`src/rtl/ssp_fifo_pkg.sv`:
```
package ssp_fifo_pkg;
  localparam int IRQ_N      = 4;
  localparam int IRQ_TX     = 0;
  localparam int IRQ_RX     = 1;
  localparam int IRQ_TMO    = 2;
  localparam int IRQ_OVR    = 3;
  typedef logic [IRQ_N-1:0] irq_vec_t;
endpackage

```
`src/rtl/ssp_sync_fifo.sv`:
```
module ssp_sync_fifo #(
  parameter int W     = 16,
  parameter int DEPTH = 8,
  localparam int AW   = (DEPTH > 1) ? $clog2(DEPTH) : 1,
  localparam int CW   = $clog2(DEPTH + 1)
) (
  input  logic          clk,
  input  logic          rst_n,
  input  logic          push_i,
  input  logic [W-1:0]  wdata_i,
  input  logic          pop_i,
  output logic [W-1:0]  rdata_o,
  output logic [CW-1:0] count_o,
  output logic          full_o,
  output logic          empty_o
);
  logic [W-1:0]  mem [DEPTH];
  logic [AW-1:0] wr_ptr, rd_ptr;
  logic [CW-1:0] count_q;

  function automatic logic [AW-1:0] bump(input logic [AW-1:0] p);
    return (p == AW'(DEPTH - 1)) ? '0 : p + AW'(1);
  endfunction

  always_ff @(posedge clk) begin
    if (push_i) mem[wr_ptr] <= wdata_i;
  end

  always_ff @(posedge clk or negedge rst_n) begin
    if (!rst_n) begin
      wr_ptr  <= '0;
      rd_ptr  <= '0;
      count_q <= '0;
    end else begin
      if (push_i) wr_ptr <= bump(wr_ptr);
      if (pop_i)  rd_ptr <= bump(rd_ptr);
      case ({push_i, pop_i})
        2'b10:   count_q <= count_q + CW'(1);
        2'b01:   count_q <= count_q - CW'(1);
        default: count_q <= count_q;
      endcase
    end
  end

  assign rdata_o = mem[rd_ptr];
  assign count_o = count_q;
  assign full_o  = (count_q == CW'(DEPTH));
  assign empty_o = (count_q == '0);

  AST_NO_OVERFLOW:  assert property (@(posedge clk) disable iff (!rst_n) push_i |-> (!full_o || pop_i));
  AST_NO_UNDERFLOW: assert property (@(posedge clk) disable iff (!rst_n) pop_i |-> !empty_o);
  AST_COUNT_HOLD:   assert property (@(posedge clk) disable iff (!rst_n) (push_i == pop_i) |=> $stable(count_o));
endmodule

```
`src/rtl/ssp_rx_timeout.sv`:
```
module ssp_rx_timeout #(
  parameter int TICKS = 32,
  localparam int TW   = $clog2(TICKS + 1)
) (
  input  logic clk,
  input  logic rst_n,
  input  logic tick_i,
  input  logic push_i,
  input  logic pop_i,
  input  logic empty_i,
  input  logic clr_i,
  output logic flag_o
);
  logic [TW-1:0] cnt_q;
  logic          flag_q;
  logic          restart;
  logic          expire;

  assign restart = push_i || pop_i || empty_i;
  assign expire  = tick_i && !restart && (cnt_q == TW'(TICKS - 1));

  always_ff @(posedge clk or negedge rst_n) begin
    if (!rst_n) begin
      cnt_q <= '0;
    end else if (restart) begin
      cnt_q <= '0;
    end else if (tick_i && (cnt_q != TW'(TICKS))) begin
      cnt_q <= cnt_q + TW'(1);
    end
  end

  always_ff @(posedge clk or negedge rst_n) begin
    if (!rst_n)              flag_q <= 1'b0;
    else if (expire)         flag_q <= 1'b1;
    else if (pop_i || clr_i) flag_q <= 1'b0;
  end

  assign flag_o = flag_q;

  AST_TMO_POP_CLEARS: assert property (@(posedge clk) disable iff (!rst_n) pop_i |=> !flag_o);
  AST_TMO_NONEMPTY:   assert property (@(posedge clk) disable iff (!rst_n) $rose(flag_o) |-> !empty_i);
  AST_TMO_HOLDS:      assert property (@(posedge clk) disable iff (!rst_n) (flag_o && !pop_i && !clr_i) |=> flag_o);
endmodule

```
`src/rtl/ssp_irq_ctrl.sv`:
```
module ssp_irq_ctrl
  import ssp_fifo_pkg::*;
#(
  parameter int DEPTH    = 8,
  parameter int TX_LEVEL = 4,
  parameter int RX_LEVEL = 4,
  localparam int CW      = $clog2(DEPTH + 1)
) (
  input  logic          clk,
  input  logic          rst_n,
  input  logic [CW-1:0] tx_count_i,
  input  logic [CW-1:0] rx_count_i,
  input  logic          tmo_flag_i,
  input  logic          ovr_evt_i,
  input  logic          mask_wr_i,
  input  irq_vec_t      mask_wdata_i,
  input  logic          clr_wr_i,
  input  irq_vec_t      clr_wdata_i,
  output logic          clr_tmo_o,
  output irq_vec_t      raw_o,
  output irq_vec_t      masked_o,
  output logic          any_o
);
  irq_vec_t mask_q;
  logic     ovr_q;
  logic     clr_ovr;

  assign clr_tmo_o = clr_wr_i && clr_wdata_i[IRQ_TMO];
  assign clr_ovr   = clr_wr_i && clr_wdata_i[IRQ_OVR];

  always_ff @(posedge clk or negedge rst_n) begin
    if (!rst_n)         mask_q <= '0;
    else if (mask_wr_i) mask_q <= mask_wdata_i;
  end

  always_ff @(posedge clk or negedge rst_n) begin
    if (!rst_n)         ovr_q <= 1'b0;
    else if (ovr_evt_i) ovr_q <= 1'b1;
    else if (clr_ovr)   ovr_q <= 1'b0;
  end

  always_comb begin
    raw_o          = '0;
    raw_o[IRQ_TX]  = (tx_count_i <= CW'(TX_LEVEL));
    raw_o[IRQ_RX]  = (rx_count_i >= CW'(RX_LEVEL));
    raw_o[IRQ_TMO] = tmo_flag_i;
    raw_o[IRQ_OVR] = ovr_q;
  end

  assign masked_o = raw_o & mask_q;
  assign any_o    = |masked_o;

  AST_OVR_SETS:  assert property (@(posedge clk) disable iff (!rst_n) ovr_evt_i |=> raw_o[IRQ_OVR]);
  AST_OVR_HOLDS: assert property (@(posedge clk) disable iff (!rst_n) (raw_o[IRQ_OVR] && !clr_ovr) |=> raw_o[IRQ_OVR]);
  AST_MASK_LOAD: assert property (@(posedge clk) disable iff (!rst_n) (mask_wr_i && mask_wdata_i == '0) |=> !any_o);
endmodule

```
`src/rtl/ssp_fifo_irq.sv`:
```
module ssp_fifo_irq
  import ssp_fifo_pkg::*;
#(
  parameter int DATA_W        = 16,
  parameter int DEPTH         = 8,
  parameter int TX_LEVEL      = 4,
  parameter int RX_LEVEL      = 4,
  parameter int TIMEOUT_TICKS = 32
) (
  input  logic              clk,
  input  logic              rst_n,
  input  logic              port_en,
  input  logic              sclk_tick,
  input  logic              bus_tx_valid,
  output logic              bus_tx_ready,
  input  logic [DATA_W-1:0] bus_tx_data,
  output logic              bus_rx_valid,
  input  logic              bus_rx_ready,
  output logic [DATA_W-1:0] bus_rx_data,
  output logic              shf_tx_valid,
  input  logic              shf_tx_ready,
  output logic [DATA_W-1:0] shf_tx_data,
  input  logic              shf_rx_valid,
  input  logic [DATA_W-1:0] shf_rx_data,
  input  logic              irq_mask_wr,
  input  logic [3:0]        irq_mask_wdata,
  input  logic              irq_clr_wr,
  input  logic [3:0]        irq_clr_wdata,
  output logic [3:0]        irq_raw,
  output logic [3:0]        irq_masked,
  output logic              irq_any
);
  localparam int CW = $clog2(DEPTH + 1);

  logic [CW-1:0] tx_count, rx_count;
  logic          tx_full, tx_empty, rx_full, rx_empty;
  logic          tx_push, tx_pop, rx_push, rx_pop;
  logic          ovr_evt, tmo_flag, clr_tmo;

  // transmit path: bus writes, shifter drains while enabled
  assign bus_tx_ready = !tx_full;
  assign tx_push      = bus_tx_valid && bus_tx_ready;
  assign shf_tx_valid = port_en && !tx_empty;
  assign tx_pop       = shf_tx_valid && shf_tx_ready;

  ssp_sync_fifo #(.W(DATA_W), .DEPTH(DEPTH)) u_txq (
    .clk(clk), .rst_n(rst_n),
    .push_i(tx_push), .wdata_i(bus_tx_data),
    .pop_i(tx_pop), .rdata_o(shf_tx_data),
    .count_o(tx_count), .full_o(tx_full), .empty_o(tx_empty)
  );

  // receive path: shifter pushes without back-pressure, bus drains
  assign rx_push      = shf_rx_valid && !rx_full;
  assign ovr_evt      = shf_rx_valid && rx_full;
  assign bus_rx_valid = !rx_empty;
  assign rx_pop       = bus_rx_valid && bus_rx_ready;

  ssp_sync_fifo #(.W(DATA_W), .DEPTH(DEPTH)) u_rxq (
    .clk(clk), .rst_n(rst_n),
    .push_i(rx_push), .wdata_i(shf_rx_data),
    .pop_i(rx_pop), .rdata_o(bus_rx_data),
    .count_o(rx_count), .full_o(rx_full), .empty_o(rx_empty)
  );

  ssp_rx_timeout #(.TICKS(TIMEOUT_TICKS)) u_tmo (
    .clk(clk), .rst_n(rst_n), .tick_i(sclk_tick),
    .push_i(rx_push), .pop_i(rx_pop), .empty_i(rx_empty),
    .clr_i(clr_tmo), .flag_o(tmo_flag)
  );

  ssp_irq_ctrl #(.DEPTH(DEPTH), .TX_LEVEL(TX_LEVEL), .RX_LEVEL(RX_LEVEL)) u_irq (
    .clk(clk), .rst_n(rst_n),
    .tx_count_i(tx_count), .rx_count_i(rx_count),
    .tmo_flag_i(tmo_flag), .ovr_evt_i(ovr_evt),
    .mask_wr_i(irq_mask_wr), .mask_wdata_i(irq_mask_wdata),
    .clr_wr_i(irq_clr_wr), .clr_wdata_i(irq_clr_wdata),
    .clr_tmo_o(clr_tmo), .raw_o(irq_raw),
    .masked_o(irq_masked), .any_o(irq_any)
  );

  AST_RX_DROP_KEEPS:   assert property (@(posedge clk) disable iff (!rst_n) (shf_rx_valid && rx_full && !rx_pop) |=> rx_full);
  AST_TX_IRQ_DISABLED: assert property (@(posedge clk) disable iff (!rst_n) (!port_en && tx_empty) |-> irq_raw[IRQ_TX]);
  AST_ANY_NEEDS_MASK:  assert property (@(posedge clk) disable iff (!rst_n) irq_any |-> (irq_raw != '0));
  AST_TX_OFFER_EN:     assert property (@(posedge clk) disable iff (!rst_n) shf_tx_valid |-> port_en);
endmodule

```
`config.mk`:
```
export PLATFORM = sky130hd
export DESIGN_NAME = ssp_fifo_irq
export DESIGN_NICKNAME = d
export VERILOG_FILES = /design/src/rtl/ssp_fifo_pkg.sv /design/src/rtl/ssp_sync_fifo.sv /design/src/rtl/ssp_rx_timeout.sv /design/src/rtl/ssp_irq_ctrl.sv /design/src/rtl/ssp_fifo_irq.sv
export SDC_FILE = /design/constraint.sdc
export NUM_CORES = 1
export LEC_CHECK = 0
export BUFFER_PORTS_ARGS = -buffer_cell sky130_fd_sc_hd__buf_2
export CELL_PAD_IN_SITES_DETAIL_PLACEMENT = 0
export CELL_PAD_IN_SITES_GLOBAL_PLACEMENT = 1
export CORE_MARGIN = 2
export CORE_UTILIZATION = 56
export DETAILED_ROUTE_END_ITERATION = 16
export GPL_ROUTABILITY_DRIVEN = 0
export PLACE_DENSITY_LB_ADDON = 0.1
export SLEW_MARGIN = 25
export SYNTH_ARGS = -nofsm -noshare
export SYNTH_HDL_FRONTEND = slang
export SYNTH_SLANG_ARGS = --single-unit
```
`constraint.sdc`:
```
create_clock -name clk -period 6.55 [get_ports clk]
set_input_delay 1.31 -clock clk [delete_from_list [all_inputs] [get_ports clk]]
set_output_delay 1.31 -clock clk [all_outputs]
set_load 0.02 [all_outputs]
```
==> metrics.txt <==
# TYPE chip_impl_metric gauge
chip_impl_info{name="status",value="finished, final reports clean"} 1
chip_impl_metric{name="hold-path-cell-count",unit=""} 1
chip_impl_metric{name="grt_pass1_vias",unit=""} 5779
chip_impl_metric{name="grt_pass1_wl",unit="um"} 31620
chip_impl_metric{name="regArea",unit="mm^2"} 0.008488
chip_impl_metric{name="antenna_cells",unit=""} 0
chip_impl_metric{name="clock-sinks",unit=""} 288
chip_impl_info{name="worstSetupEndpointType",value="primary output"} 1
chip_impl_metric{name="ctsLongestPathBuffers",unit=""} 3
chip_impl_metric{name="post_synth_inst_count",unit=""} 554
chip_impl_metric{name="clock_latency",unit="ps"} 540
chip_impl_info{name="hold_crit_start",value="u_rxq.count_o[3]$_DFFE_PN0P_"} 1
chip_impl_metric{name="fmax",unit="MHz"} 266.7
chip_impl_metric{name="multi_input_area",unit="mm^2"} 0.003073
chip_impl_info{name="hold_path_class",value="register to register"} 1
chip_impl_info{name="crit-reg2reg-capture",value="u_rxq.count_o[2]$_DFFE_PN0P_"} 1
chip_impl_metric{name="maxCapViolCount",unit=""} 0
chip_impl_metric{name="r2r_slack",unit="ps"} 3780
chip_impl_metric{name="global_route_usage_sum",unit="%"} 18.97
chip_impl_metric{name="mappedNetlistNets",unit=""} 622
chip_impl_metric{name="mux_contribution_to_synthesized_area",unit="%"} 18.41
chip_impl_metric{name="totalNegativeSetupSlack",unit="ps"} 0
chip_impl_metric{name="design.final.nets",unit=""} 735
chip_impl_metric{name="die_h",unit="um"} 148.5
chip_impl_metric{name="async_s_r_ff_share_synth",unit="%"} 11.11
chip_impl_metric{name="final.fill_count",unit=""} 1343
chip_impl_metric{name="design_area",unit="mm^2"} 0.01348
chip_impl_metric{name="finalSetupViolations",unit=""} 0
chip_impl_info{name="combinational_family_with_the_most_area_after_synthesis",value="multiplexers"} 1
chip_impl_info{name="cts.root.buffer_cell",value="sky130_fd_sc_hd__clkbuf_16"} 1
chip_impl_info{name="start_kind",value="register"} 1
chip_impl_metric{name="post_synth_num_cell_types",unit=""} 45
chip_impl_metric{name="final_max_slew_viol_count",unit=""} 0
chip_impl_metric{name="io_buffers",unit=""} 91
chip_impl_metric{name="synth.yosys.seq_area_share",unit="%"} 72.64
chip_impl_info{name="yosys_most_used_dff",value="sky130_fd_sc_hd__edfxtp_1"} 1
chip_impl_metric{name="synth_xor_xnor_area_share",unit="%"} 0.7495
chip_impl_metric{name="worst-r2r-cell-count",unit=""} 9
chip_impl_metric{name="cts.clk_slew.worst_paths",unit="ps"} 60
chip_impl_metric{name="post_synth_instance_area",unit="mm^2"} 0.01168
chip_impl_metric{name="cts.repair.resized",unit=""} 0
chip_impl_metric{name="synth-edff-count",unit=""} 256
chip_impl_metric{name="cts.htree.levels",unit=""} 1
chip_impl_metric{name="cp.arrival",unit="ps"} 2440
chip_impl_info{name="timing_worst_setup_path_type",value="register to primary output"} 1
chip_impl_metric{name="row_count",unit=""} 52
chip_impl_metric{name="total_leakage_power",unit="uW"} 0.004794
chip_impl_metric{name="synthesis_stage_register_bit_count",unit=""} 288
chip_impl_metric{name="worstMarginPinSlew",unit="ps"} 1027
chip_impl_metric{name="min_period",unit="ps"} 3749
chip_impl_metric{name="grt_overflow_total",unit=""} 0
chip_impl_metric{name="design.portCount",unit=""} 94
chip_impl_metric{name="fin_hold_ws",unit="ps"} 499.3
chip_impl_metric{name="die-width",unit="um"} 148.5
chip_impl_metric{name="placeableCoreArea",unit="mm^2"} 0.02036
chip_impl_metric{name="cellPowerDensity",unit="mW/mm^2"} 441.9
chip_impl_info{name="netlist_top_cells_area",value="sky130_fd_sc_hd__edfxtp_1 66%, sky130_fd_sc_hd__mux4_1 10%, sky130_fd_sc_hd__dfrtp_1 6.9%"} 1
chip_impl_metric{name="overall_die_area",unit="mm^2"} 0.02204
chip_impl_info{name="unrepaired_setup_endpoints_after_global_routing",value="false"} 1
chip_impl_metric{name="yosys.area_share.adder",unit="%"} 1.992
chip_impl_metric{name="post_route_cells_drive_above_1_share",unit="%"} 32.32
chip_impl_metric{name="area_added_between_synthesis_and_finish",unit="%"} 15.39
chip_impl_metric{name="place_area",unit="mm^2"} 0.01251
chip_impl_info{name="min_delay_worst_endpoint",value="u_rxq.count_o[3]$_DFFE_PN0P_"} 1
chip_impl_metric{name="fin_crit_sh",unit="%"} 57.24
chip_impl_metric{name="detailedRoute.firstPassIterationCount",unit=""} 4
chip_impl_info{name="clock_tree_from_tritoncts",value="yes"} 1
chip_impl_metric{name="worst_clock_skew",unit="ps"} 10.48
chip_impl_metric{name="detailed_place_hpwl",unit="um"} 11760
chip_impl_info{name="layout.cells.most_common_list",value="256 x sky130_fd_sc_hd__edfxtp_1, 91 x sky130_fd_sc_hd__buf_2, 46 x sky130_fd_sc_hd__mux4_1"} 1
chip_impl_metric{name="grt_start_max_net_pins",unit=""} 36
chip_impl_metric{name="detail-route-antenna-nets",unit=""} 0
chip_impl_metric{name="cts_setup_buffers",unit=""} 0
chip_impl_metric{name="detail_route.iter0.violations",unit=""} 336
chip_impl_metric{name="finalHoldViolations",unit=""} 0
chip_impl_metric{name="critPathMaxFanout",unit=""} 35
chip_impl_metric{name="post-route-drc-count",unit=""} 0
chip_impl_info{name="rr_startpoint",value="u_rxq.count_o[0]$_DFFE_PN0P_"} 1
chip_impl_metric{name="synthesized_area_fraction_occupied_by_ao_oa_aoi_and_oai_cells",unit="%"} 1.199
chip_impl_metric{name="syn_avg_cell_area",unit="um^2"} 21.09
chip_impl_metric{name="synth_largest_type_area_fraction",unit="%"} 65.79
chip_impl_metric{name="initial_core_util",unit="%"} 57.38
chip_impl_metric{name="worst-endpoint-required",unit="ps"} 5240
chip_impl_metric{name="wl_per_cell",unit="um"} 20.89
chip_impl_info{name="layout.cells.most_common",value="sky130_fd_sc_hd__edfxtp_1"} 1
chip_impl_metric{name="grt_antenna_before_repair",unit=""} 1
chip_impl_metric{name="post_drt_via_cell_ratio",unit=""} 5.703
chip_impl_metric{name="simple_gate_portion_of_the_synthesized_area",unit="%"} 3.234
chip_impl_metric{name="tritoncts_buffer_count",unit=""} 29
chip_impl_metric{name="slew_headroom",unit="%"} 31.33
chip_impl_metric{name="num_vias",unit=""} 5475
chip_impl_metric{name="ys_warn_count",unit=""} 0
chip_impl_metric{name="detail_route.wirelength",unit="um"} 20050
chip_impl_info{name="crit_start",value="u_rxq.rd_ptr[0]$_DFFE_PN0P_"} 1
chip_impl_metric{name="vdd.ir_drop.worst",unit="V"} 0.0003255
chip_impl_metric{name="cts_hold_buffers",unit=""} 0
chip_impl_info{name="synth_largest_area_cell",value="sky130_fd_sc_hd__edfxtp_1"} 1
==> cell usage after synthesis (3+ instances only) <==
master                     count
sky130_fd_sc_hd__a21oi_1       4
sky130_fd_sc_hd__nor2_1       12
sky130_fd_sc_hd__inv_1        11
sky130_fd_sc_hd__buf_2         4
sky130_fd_sc_hd__xor2_1        5
sky130_fd_sc_hd__buf_4         3
sky130_fd_sc_hd__clkbuf_1      7
sky130_fd_sc_hd__o21ai_0       6
sky130_fd_sc_hd__dfrtp_1      32
sky130_fd_sc_hd__mux4_1       46
sky130_fd_sc_hd__mux2_2       45
sky130_fd_sc_hd__and2_1        4
sky130_fd_sc_hd__nor4_1        3
sky130_fd_sc_hd__buf_6         8
sky130_fd_sc_hd__edfxtp_1    256
sky130_fd_sc_hd__nor3_1       14
sky130_fd_sc_hd__ha_1         17
sky130_fd_sc_hd__a21o_1        3
sky130_fd_sc_hd__xnor2_1       5
sky130_fd_sc_hd__mux2i_1       3
sky130_fd_sc_hd__nand2b_1      7
sky130_fd_sc_hd__mux4_2       18
sky130_fd_sc_hd__nand2_1      13
==> critical path, cell delays in order (launching register included) <==
cell and delay [ps]:
sky130_fd_sc_hd__dfrtp_1 330, sky130_fd_sc_hd__buf_4 480, sky130_fd_sc_hd__mux4_1 610, sky130_fd_sc_hd__mux2_2 300, sky130_fd_sc_hd__buf_2 170
==> through the flow <==
stage	setup slack [ps]	power [uW]	std cells	utilization, %
3_3_place_gp	3329	4308	906	61.42
2_1_floorplan	3029	3851	554	-
4_1_cts	2749	6038	960	66.21
6_report	2801	5959	960	66.21
5_1_grt	2682	6256	960	66.21
3_5_place_dp	3303	4370	906	61.42
==> sequential cells by signal, indices dropped and copies added, names as in the netlist <==
name and count:
u_rxq.rd_ptr 3, u_irq.ovr_q 1, u_txq.count_o 4, u_rxq.wr_ptr 3, u_tmo.flag_o 1, u_irq.mask_q 4, u_txq.rd_ptr 3, u_txq.mem 128
u_rxq.count_o 4, u_txq.wr_ptr 3, u_rxq.mem 128, u_tmo.cnt_q 6
==> per-layer routing <==
metal / vias up / track usage, % / routed length (um)
met5: - / 0 / 13
met4: 2 / 4.905 / 437
met3: 29 / 3.558 / 784
met2: 104 / 34.65 / 10700
met1: 2807 / 23.47 / 8112
li1: 2533 / - / -
==> worst max-delay path by stage <==
stage | end | depth (start not counted)
finish | bus_rx_data[5] | 4
global route | bus_rx_data[11] | 4
CTS | shf_tx_data[11] | 4
detailed placement | u_txq.count_o[3]$_DFFE_PN0P_ | 7
global placement | shf_tx_data[7] | 4
floorplan | u_rxq.mem[0][0]$_DFFE_PP_ | 3
==> report_power, final <==
group	internal [uW]	total (uW)	switching, uW
clock	1010	1660	650
sequential	2320	2520	195
combinational	830	1780	948
total	4170	5960	1790
==> cells by family after synthesis <==
group | count (synthesis)
DFF | 288
muxes | 112
adders and majority gates | 18
and+or+nand+nor | 70
AOI/OAI and AO/OA | 21
buffers and inverters | 35
xor gates and xnor gates | 10
==> layout make-up <==
class	instances	area share, %
clock buffers	38	5.633
clock inverters	16	1.596
inverters	11	0.3062
multi-input cells	231	22.79
flip-flops and latches	288	62.95
well taps	270	2.506
repair buffers	106	4.213
Power figures use the tool's default switching activity.
